===== src/rtl/bchk_pkg.sv =====
package bchk_pkg;

   typedef enum logic [2:0] {
      ST_IDLE  = 3'd0,
      ST_RD_LO = 3'd1,
      ST_RD_HI = 3'd2,
      ST_CMP   = 3'd3,
      ST_FIN   = 3'd4
   } bchk_state_e;

   localparam int unsigned LIM_LO   = 0;
   localparam int unsigned LIM_HI   = 1;
   localparam int unsigned NUM_LIMS = 2;

endpackage


===== src/rtl/bchk_seq.sv =====
module bchk_seq
   import bchk_pkg::*;
(
   input  logic                clk,
   input  logic                rst_n,
   input  logic                start,
   input  logic                rd_ready,
   output logic                cap_op,
   output logic [NUM_LIMS-1:0] cap_lim,
   output logic                sel_hi,
   output logic                rd_req,
   output logic                cmp_en,
   output logic                fin
);

   bchk_state_e state_q, state_d;

   always_comb begin
      state_d = state_q;
      unique case (state_q)
         ST_IDLE:  if (start)    state_d = ST_RD_LO;
         ST_RD_LO: if (rd_ready) state_d = ST_RD_HI;
         ST_RD_HI: if (rd_ready) state_d = ST_CMP;
         ST_CMP:                 state_d = ST_FIN;
         ST_FIN:                 state_d = ST_IDLE;
         default:                state_d = ST_IDLE;
      endcase
   end

   always_ff @(posedge clk or negedge rst_n) begin
      if (!rst_n) state_q <= ST_IDLE;
      else        state_q <= state_d;
   end

   assign cap_op          = (state_q == ST_IDLE) && start;
   assign cap_lim[LIM_LO] = (state_q == ST_RD_LO) && rd_ready;
   assign cap_lim[LIM_HI] = (state_q == ST_RD_HI) && rd_ready;
   assign sel_hi          = (state_q == ST_RD_HI);
   assign rd_req          = (state_q == ST_RD_LO) || (state_q == ST_RD_HI);
   assign cmp_en          = (state_q == ST_CMP);
   assign fin             = (state_q == ST_FIN);

endmodule


===== src/rtl/bchk_operands.sv =====
module bchk_operands
   import bchk_pkg::*;
#(
   parameter int unsigned ADDR_W      = 32,
   parameter int unsigned IDX_W       = 32,
   parameter int unsigned NARROW_W    = 16,
   parameter int unsigned STEP_NARROW = 2,
   parameter int unsigned STEP_WIDE   = 4
) (
   input  logic                     clk,
   input  logic                     rst_n,
   input  logic                     cap_op,
   input  logic [NUM_LIMS-1:0]      cap_lim,
   input  logic                     sel_hi,
   input  logic [IDX_W-1:0]         idx_in,
   input  logic [ADDR_W-1:0]        base_in,
   input  logic                     wide_in,
   input  logic [IDX_W-1:0]         rd_data,
   output logic [ADDR_W-1:0]        rd_addr,
   output logic                     wide_q,
   output logic signed [IDX_W-1:0]  idx_q,
   output logic signed [IDX_W-1:0]  lo_q,
   output logic signed [IDX_W-1:0]  hi_q
);

   localparam logic [ADDR_W-1:0] OFF_N = ADDR_W'(STEP_NARROW);
   localparam logic [ADDR_W-1:0] OFF_W = ADDR_W'(STEP_WIDE);

   logic [ADDR_W-1:0]  base_q;
   logic [IDX_W-1:0]   idx_fit;
   logic [IDX_W-1:0]   data_fit;
   logic [IDX_W-1:0]   lim_q [NUM_LIMS];

   // Width adaptation: sign-extend the narrow lane when a narrow mode exists.
   generate
      if (IDX_W > NARROW_W) begin : g_two_sizes
         assign idx_fit  = wide_in ? idx_in
                         : {{(IDX_W-NARROW_W){idx_in[NARROW_W-1]}}, idx_in[NARROW_W-1:0]};
         assign data_fit = wide_q ? rd_data
                         : {{(IDX_W-NARROW_W){rd_data[NARROW_W-1]}}, rd_data[NARROW_W-1:0]};
      end else begin : g_one_size
         assign idx_fit  = idx_in;
         assign data_fit = rd_data;
      end
   endgenerate

   always_ff @(posedge clk or negedge rst_n) begin
      if (!rst_n) begin
         base_q <= '0;
         wide_q <= 1'b0;
         idx_q  <= '0;
      end else if (cap_op) begin
         base_q <= base_in;
         wide_q <= wide_in;
         idx_q  <= idx_fit;
      end
   end

   // One capture register per limit slot.
   generate
      for (genvar g = 0; g < NUM_LIMS; g++) begin : g_lim
         always_ff @(posedge clk or negedge rst_n) begin
            if (!rst_n)          lim_q[g] <= '0;
            else if (cap_lim[g]) lim_q[g] <= data_fit;
         end
      end
   endgenerate

   assign lo_q    = lim_q[LIM_LO];
   assign hi_q    = lim_q[LIM_HI];
   assign rd_addr = base_q + (sel_hi ? (wide_q ? OFF_W : OFF_N) : '0);

endmodule


===== src/rtl/bchk_range.sv =====
module bchk_range #(
   parameter int unsigned W = 32
) (
   input  logic signed [W-1:0] idx,
   input  logic signed [W-1:0] lo,
   input  logic signed [W-1:0] hi,
   output logic                outside
);

   logic below, above;

   assign below   = idx < lo;
   assign above   = idx > hi;
   assign outside = below | above;

endmodule


===== src/rtl/bchk_unit.sv =====
module bchk_unit
   import bchk_pkg::*;
#(
   parameter int unsigned ADDR_W      = 32,
   parameter int unsigned IDX_W       = 32,
   parameter int unsigned NARROW_W    = 16,
   parameter int unsigned STEP_NARROW = 2,
   parameter int unsigned STEP_WIDE   = 4,
   parameter int unsigned VEC_W       = 8,
   parameter int unsigned VECTOR      = 5
) (
   input  logic              clk,
   input  logic              rst_n,
   input  logic              start,
   input  logic [IDX_W-1:0]  bc_index,
   input  logic [ADDR_W-1:0] bc_base,
   input  logic              bc_wide,
   output logic              rd_req,
   output logic [ADDR_W-1:0] rd_addr,
   input  logic [IDX_W-1:0]  rd_data,
   input  logic              rd_ready,
   output logic              done,
   output logic              exc,
   output logic [VEC_W-1:0]  exc_vec
);

   localparam logic [VEC_W-1:0] VEC_VAL = VEC_W'(VECTOR);

   generate
      if (IDX_W < NARROW_W) begin : g_bad_idx
         $error("IDX_W must be at least NARROW_W");
      end
      if (ADDR_W < 2) begin : g_bad_addr
         $error("ADDR_W too small");
      end
      if (VECTOR >= (1 << VEC_W)) begin : g_bad_vec
         $error("VECTOR does not fit VEC_W");
      end
      if (STEP_NARROW == 0 || STEP_WIDE == 0) begin : g_bad_step
         $error("limit slot steps must be non-zero");
      end
   endgenerate

   logic                    cap_op, sel_hi, cmp_en, fin, outside, exc_q, wide_q;
   logic [NUM_LIMS-1:0]     cap_lim;
   logic signed [IDX_W-1:0] idx_q, lo_q, hi_q;

   bchk_seq u_seq (
      .clk      (clk),
      .rst_n    (rst_n),
      .start    (start),
      .rd_ready (rd_ready),
      .cap_op   (cap_op),
      .cap_lim  (cap_lim),
      .sel_hi   (sel_hi),
      .rd_req   (rd_req),
      .cmp_en   (cmp_en),
      .fin      (fin)
   );

   bchk_operands #(
      .ADDR_W      (ADDR_W),
      .IDX_W       (IDX_W),
      .NARROW_W    (NARROW_W),
      .STEP_NARROW (STEP_NARROW),
      .STEP_WIDE   (STEP_WIDE)
   ) u_ops (
      .clk     (clk),
      .rst_n   (rst_n),
      .cap_op  (cap_op),
      .cap_lim (cap_lim),
      .sel_hi  (sel_hi),
      .idx_in  (bc_index),
      .base_in (bc_base),
      .wide_in (bc_wide),
      .rd_data (rd_data),
      .rd_addr (rd_addr),
      .wide_q  (wide_q),
      .idx_q   (idx_q),
      .lo_q    (lo_q),
      .hi_q    (hi_q)
   );

   bchk_range #(.W(IDX_W)) u_range (
      .idx     (idx_q),
      .lo      (lo_q),
      .hi      (hi_q),
      .outside (outside)
   );

   always_ff @(posedge clk or negedge rst_n) begin
      if (!rst_n)      exc_q <= 1'b0;
      else if (cmp_en) exc_q <= outside;
   end

   assign done    = fin;
   assign exc     = fin & exc_q;
   assign exc_vec = exc ? VEC_VAL : '0;

endmodule


===== config.mk =====
export PLATFORM = sky130hd
export DESIGN_NAME = bchk_unit
export DESIGN_NICKNAME = d
export VERILOG_FILES = /design/src/rtl/bchk_pkg.sv /design/src/rtl/bchk_seq.sv /design/src/rtl/bchk_operands.sv /design/src/rtl/bchk_range.sv /design/src/rtl/bchk_unit.sv
export SDC_FILE = /design/constraint.sdc
export NUM_CORES = 1
export LEC_CHECK = 0
export BUFFER_PORTS_ARGS = -buffer_cell sky130_fd_sc_hd__buf_2
export CORE_MARGIN = 2
export CORE_UTILIZATION = 55
export CTS_CLUSTER_DIAMETER = 50
export DETAILED_ROUTE_END_ITERATION = 8
export PLACE_DENSITY = 0.91
export SLEW_MARGIN = 40
export SYNTH_ARGS = -nofsm -noshare
export SYNTH_HDL_FRONTEND = slang
export SYNTH_HIERARCHICAL = 1
export SYNTH_SLANG_ARGS = --single-unit

===== constraint.sdc =====
create_clock -name clk -period 4 [get_ports clk]
set_input_delay 0.4 -clock clk [delete_from_list [all_inputs] [get_ports clk]]
set_output_delay 0.4 -clock clk [all_outputs]
set_load 0.02 [all_outputs]

# --- Word level (Yosys, flattened, before mapping) ---
# Cells that the tools add are included.
# W data, S select, Z words.
totals:
  regBits: 133
  inputBits: 101
  out_inout_bits: 43
classes:
  addsub: 1
  magnitude_cmp: 2
  n_eq_ne: 7
  mux: 9
  bitwise: 2
  n_reduce_logical: 6
ops:
  columns: ["operator", "count"]
  rows:
  - ["$mux W32", 3]
  - ["$add A32 B32 Y32", 1]
  - ["$gt A32 B32 Y1", 1]
  - ["$lt A32 B32 Y1", 1]
  - ["$mux W3", 5]
  - ["$pmux W3 S4", 1]
  - ["$eq A3 B2 Y1 const B", 2]
  - ["$ne A2 B2 Y1 const B", 3]
  - ["$eq A3 B1 Y1 const B", 1]
  - ["$eq A3 B3 Y1 const B", 1]
  - ["$logic_and A1 B1 Y1", 3]
  - ["$logic_not A3 Y1", 1]
  - ["$reduce_and A3 Y1", 1]
  - ["$and A1 B1 Y1", 1]
  - ["$logic_or A1 B1 Y1", 1]
  - ["$or A1 B1 Y1", 1]

# --- Longest topological paths before layout ---
logic_depth:
  ltp_word: 3
  depth_mapped: 10
  mapped_depth_nobuf: 10

# --- Cells and area by module ---
# Netlist, hierarchy kept.
modules_own_cells:
  columns: ["mod", "instances", "cells_each", "area_per_inst_um2", "seq_area_each_um2"]
  rows:
  - ["bchk_operands", 1, 464, 5501.5, 3228.1]
  - ["bchk_range", 1, 225, 1592.8, 0.0]
  - ["bchk_seq", 1, 21, 216.5, 75.1]
  - ["bchk_unit", 1, 12, 110.1, 25.0]

# --- Least setup slack after synthesis ---
# No wires, ideal clock.
synth_timing:
  path_kind: "register to output"
  from: "reg u_ops.wide_q"
  to: "out rd_addr[19]"
  t_arrival_ns: 2.786
  required_ns: 3.600
  setup_slack_ns: 0.814
  path_stages_with_launch: 11
  path_buffers: 2
  cell_sequence: "dfrtp_1 > clkbuf_1 > buf_1 > nor2b_1 > ha_1 > inv_1 > fa_1 > nand3b_2 > nor4_4 > nand4_1 > xnor2_1"
synth_via:
  elab_chain_cells: 3
synth_rtl:
  columns: ["item", "line", "text"]
  rows:
  - ["start, declared", "bchk_operands.sv:20", "output logic wide_q,"]
  - ["start signal, assigned", "bchk_operands.sv:54", "wide_q <= wide_in;"]
  - ["$mux W3", "bchk_operands.sv:71", "assign rd_addr = base_q + (sel_hi ? (wide_q ? OFF_W : OFF_N) : '0);"]
  - ["$mux W32", "bchk_operands.sv:71", null]
  - ["$add A32 B32 Y32", "bchk_operands.sv:71", null]
  - ["end, declared", "bchk_unit.sv:19", "output logic [ADDR_W-1:0] rd_addr,"]
# Every way passes these cells.

# --- Worst setup path after layout ---
layout_timing:
  from: "reg u_seq.state_q[1]"
  to: "out rd_addr[9]"
layout_via:
  elab_chain_cells: 3
layout_rtl:
  columns: ["item", "line", "text"]
  rows:
  - ["start, declared", "bchk_seq.sv:16", "bchk_state_e state_q, state_d;"]
  - ["start signal, assigned", "bchk_seq.sv:32", "else state_q <= state_d;"]
  - ["$eq A3 B2 Y1", "bchk_seq.sv:38", "assign sel_hi = (state_q == ST_RD_HI);"]
  - ["named net sel_hi", "bchk_unit.sv:44", "logic cap_op, sel_hi, cmp_en, fin, outside, exc_q, wide_q;"]
  - ["$mux W32", "bchk_operands.sv:71", null]
  - ["$add A32 B32 Y32", "bchk_operands.sv:71", null]
# The timed path passes the listed nets, and every way through them passes these cells.

==> flow_summary_export.csv <==
group,metric,value,unit
floorplan,dieHeight,120,um
sta,maxSlewViolCount,0,
power,ir_drop,0.000464,V
floorplan,core_area,0.0132,sq mm
drt,drt_iter0_drc,318,
drt,antenna_left,0,
clock_network,cts_max_level,4,
synthesis,synth_cells,722,
critical_path,critical_path_class,"register to output pin",
global_route,grt_pass1_vias,5614,
place,gp_congestion,0.922,
clock_network,clock_path_buffers,2,
layout,area_growth,19.9,%
floorplan,io_pins,144,
critical_path,crit_fanout,10,
clock_network,root_buffer,"clkbuf_16",
global_route,antenna_found_initial,3,
sta,slew_headroom,50.8,%
synthesis,synth.distinct_cells,52,
synthesis,avgSynthCellArea,10.3,sq um
layout,final_nets,1019,
sta,tns,0,ns
global_route,grt_pass1_wl,26900,um
worst_hold_path,hold_class,"input pin to register",
run,drv_cap,0,
drt,drt_first_pass_iters,5,
critical_path,cp_num_buf_inv,2,
synthesis,synth_warnings,6,
critical_path,worst_setup_path_start_kind,"register",
layout,layout-drive-gt1-share,32.0,%
sta,fmaxAchievable,287,MHz
sta,finalCritPeriodShare,87.0,%
sta,hold_viol_final,0,
sta,fin_crit,3.48,ns
synthesis,async_flop_share,100,%
clock_network,insertion_delay,0.42,ns
sta,rsz0062_at_grt,"no",
clock_network,cts_tree,"done",
sta,worst_slew_pin_slew,0.734,ns
clock_network,cts.sinks,133,
sta,setup_viol,0,
synthesis,netlist.area_leader.share,44.8,%
synthesis,yosysTopAreaCell,"dfrtp_1",
synthesis,yosys-top-cells-area,"dfrtp_1, mux2_2, ha_1",
synthesis,syn_area,0.00742,sq mm
synthesis,synth_edf_count,0,
clock_network,cts-buffers-inserted,17,
synthesis,yosysSeqAreaShare,44.8,%
global_route,grt_overflow,0,
floorplan,initial_utilization,56.3,%
critical_path,ff2ff_setup_slack,1.45,ns
critical_path,end_kind,"output pin",
floorplan,fp-row-count,42,
drt,remaining_drc_errors,0,
global_route,grt_use_total,23.9,%
critical_path,crit_arrival,3.08,ns
power,p_leak,4.36,nW
place,post-place-ws,0.633,ns
drt,via_count,5651,
floorplan,dieArea,0.0144,sq mm
critical_path,crit_slowest_cell,"dfrtp_1",
synthesis,ys.flop_type,"dfrtp_1",
sta,fin_ws,0.519,ns
floorplan,chipWidth,120,um
sta,clock_skew,0.00520,ns
place,portBuffers,137,
critical_path,critical-path-top-delay-family,"simple AND/OR/NAND/NOR gates",
outcome,status,"complete, no violations",
clock_network,clk_pin_slew,0.06,ns
drt,avgViaCountPerCell,5.42,
global_route,grt_max_degree,71,
critical_path,worstPathRequired,3.60,ns
power,power.density,869,mW/mm^2
critical_path,critPathMaxStageDelay,0.50,ns
place,dpl.hpwl,11900,um
synthesis,synth-seq-cells,133,
critical_path,crit_chain,"nor3b_2 > nor2b_1 > ha_1 > inv_1 > fa_1 > nand3b_2 > or2_2 > nor2_1 > xor2_1 > buf_2",
drt,post_drt_wl_per_cell,15.8,um
drt,routed_wl,16500,um
cell usage after synthesis (6+ instances only):
| cell type | n |
|---|---|
| buf_2 | 6 |
| xnor2_1 | 27 |
| o21ai_0 | 10 |
| mux2_2 | 80 |
| nand4_1 | 19 |
| dfrtp_1 | 133 |
| nor2_1 | 62 |
| a21o_1 | 8 |
| a21oi_1 | 102 |
| nor3_1 | 6 |
| clkbuf_1 | 23 |
| nand3_1 | 12 |
| buf_4 | 9 |
| inv_1 | 69 |
| ha_1 | 65 |
| nand2_1 | 30 |
area by class of cell:
cell class	instances	area, sq um
clock buffers	20	467
well taps	176	220
diodes	2	5.00
clock inverters	12	175
inverters	69	259
flip-flops and latches	133	3330
repair buffers	147	782
fillers	1009	4290
multi-input cells	484	3660
final timing paths:
check / startpoint / endpoint / cells after the start
worst max-delay path: u_seq/state_q[1]$_DFFE_PN0P_ / rd_addr[9] / 10
worst min-delay path: bc_base[21] / u_ops/base_q[21]$_DFFE_PN0P_ / 3
worst max register to register: u_ops/idx_q[25]$_DFFE_PN0P_ / exc_q$_DFFE_PN0P_ / 9
worst min register to register: u_ops/lo_q[0]$_DFFE_PN0P_ / u_ops/lo_q[0]$_DFFE_PN0P_ / 1
max in group asynchronous: rst_n / u_ops/idx_q[25]$_DFFE_PN0P_ / 3
min in group asynchronous: rst_n / u_ops/base_q[25]$_DFFE_PN0P_ / 2
metrics by stage:
step           hold slack, ns  power, mW  utilization (%)  area (sq um)  instances
2_1_floorplan           0.104       5.11                -          7440        727
3_3_place_gp            0.482       5.84             62.3          8220       1006
3_5_place_dp            0.443       6.03             62.4          8230       1006
4_1_cts                 0.173       7.76             67.3          8880       1039
5_1_grt                 0.190       8.34             67.5          8900       1042
6_report                0.189       7.73             67.5          8900       1043
flip-flops by register name (all words and copies together), names as in the netlist:
| signal | cells |
|---|---|
| u_ops/base_q | 32 |
| u_ops/hi_q | 32 |
| u_ops/idx_q | 32 |
| u_ops/lo_q | 32 |
| u_seq/state_q | 3 |
| exc_q | 1 |
| u_ops/wide_q | 1 |
cell families (layout without fill, tap and decap cells):
family | Yosys count | after routing | synth area share [%]
other cells | 1 | 8 | 0.0505
xor+xnor | 30 | 30 | 3.54
fa+ha+maj | 66 | 66 | 11.2
buf+inv | 110 | 248 | 6.32
mux | 81 | 81 | 12.3
compound gates | 138 | 138 | 10.4
flops | 133 | 133 | 44.8
simple gates | 163 | 163 | 11.3
layer usage:
metal / wire length (um) / GRT usage (%)
met1: 6970 / 29.7
met2: 8290 / 39.9
met3: 844 / 6.70
met4: 338 / 8.82
met5: 13 / 0
worst register-to-register path, stage by stage, from the launching register on:
cell and delay [ns]:
dfrtp_1 0.40, ha_1 0.32, a21o_1 0.19, a221o_1 0.32
a221oi_1 0.32, o21ai_1 0.14, a21oi_2 0.18, xnor2_1 0.18
o22ai_2 0.11, mux2_4 0.27
repair_timing:
| action | CTS | global route |
|---|---|---|
| setup endpoints to repair | 0 | 9 |
| resized for setup | 0 | 0 |
| hold buffers | 1 | 0 |
| setup buffers | 0 | 2 |
| hold endpoints to repair | 7 | 0 |
cell usage in the layout, fill, tap and decap left out, drive strengths merged, types with 2 or more instances in the layout:
cell type    n
a21o        10
and3         5
and3b        2
mux2        81
nor3b        3
bufinv       4
buf        146
o21ai       11
nor2b        5
nor2        62
and4         2
nor4b        2
a21oi      103
conb         6
ha          65
nor3         6
xor2         3
nor4         3
nand3b       2
a211oi       5
nand3       12
dfrtp      133
clkinvlp     3
inv         70
clkinv       4
nand2       30
and2         5
diode        2
nand4       19
xnor2       27
o21a         2
clkbuf      20
where the power goes:
part / internal [mW] / leakage, nW / total (mW) / switching [mW]
sequential: 2.04 / 1.54 / 2.62 / 0.578
combinational: 1.60 / 2.51 / 3.45 / 1.85
clock: 1.09 / 0.308 / 1.66 / 0.571
Note: power is estimated with default switching activity, not from simulation.
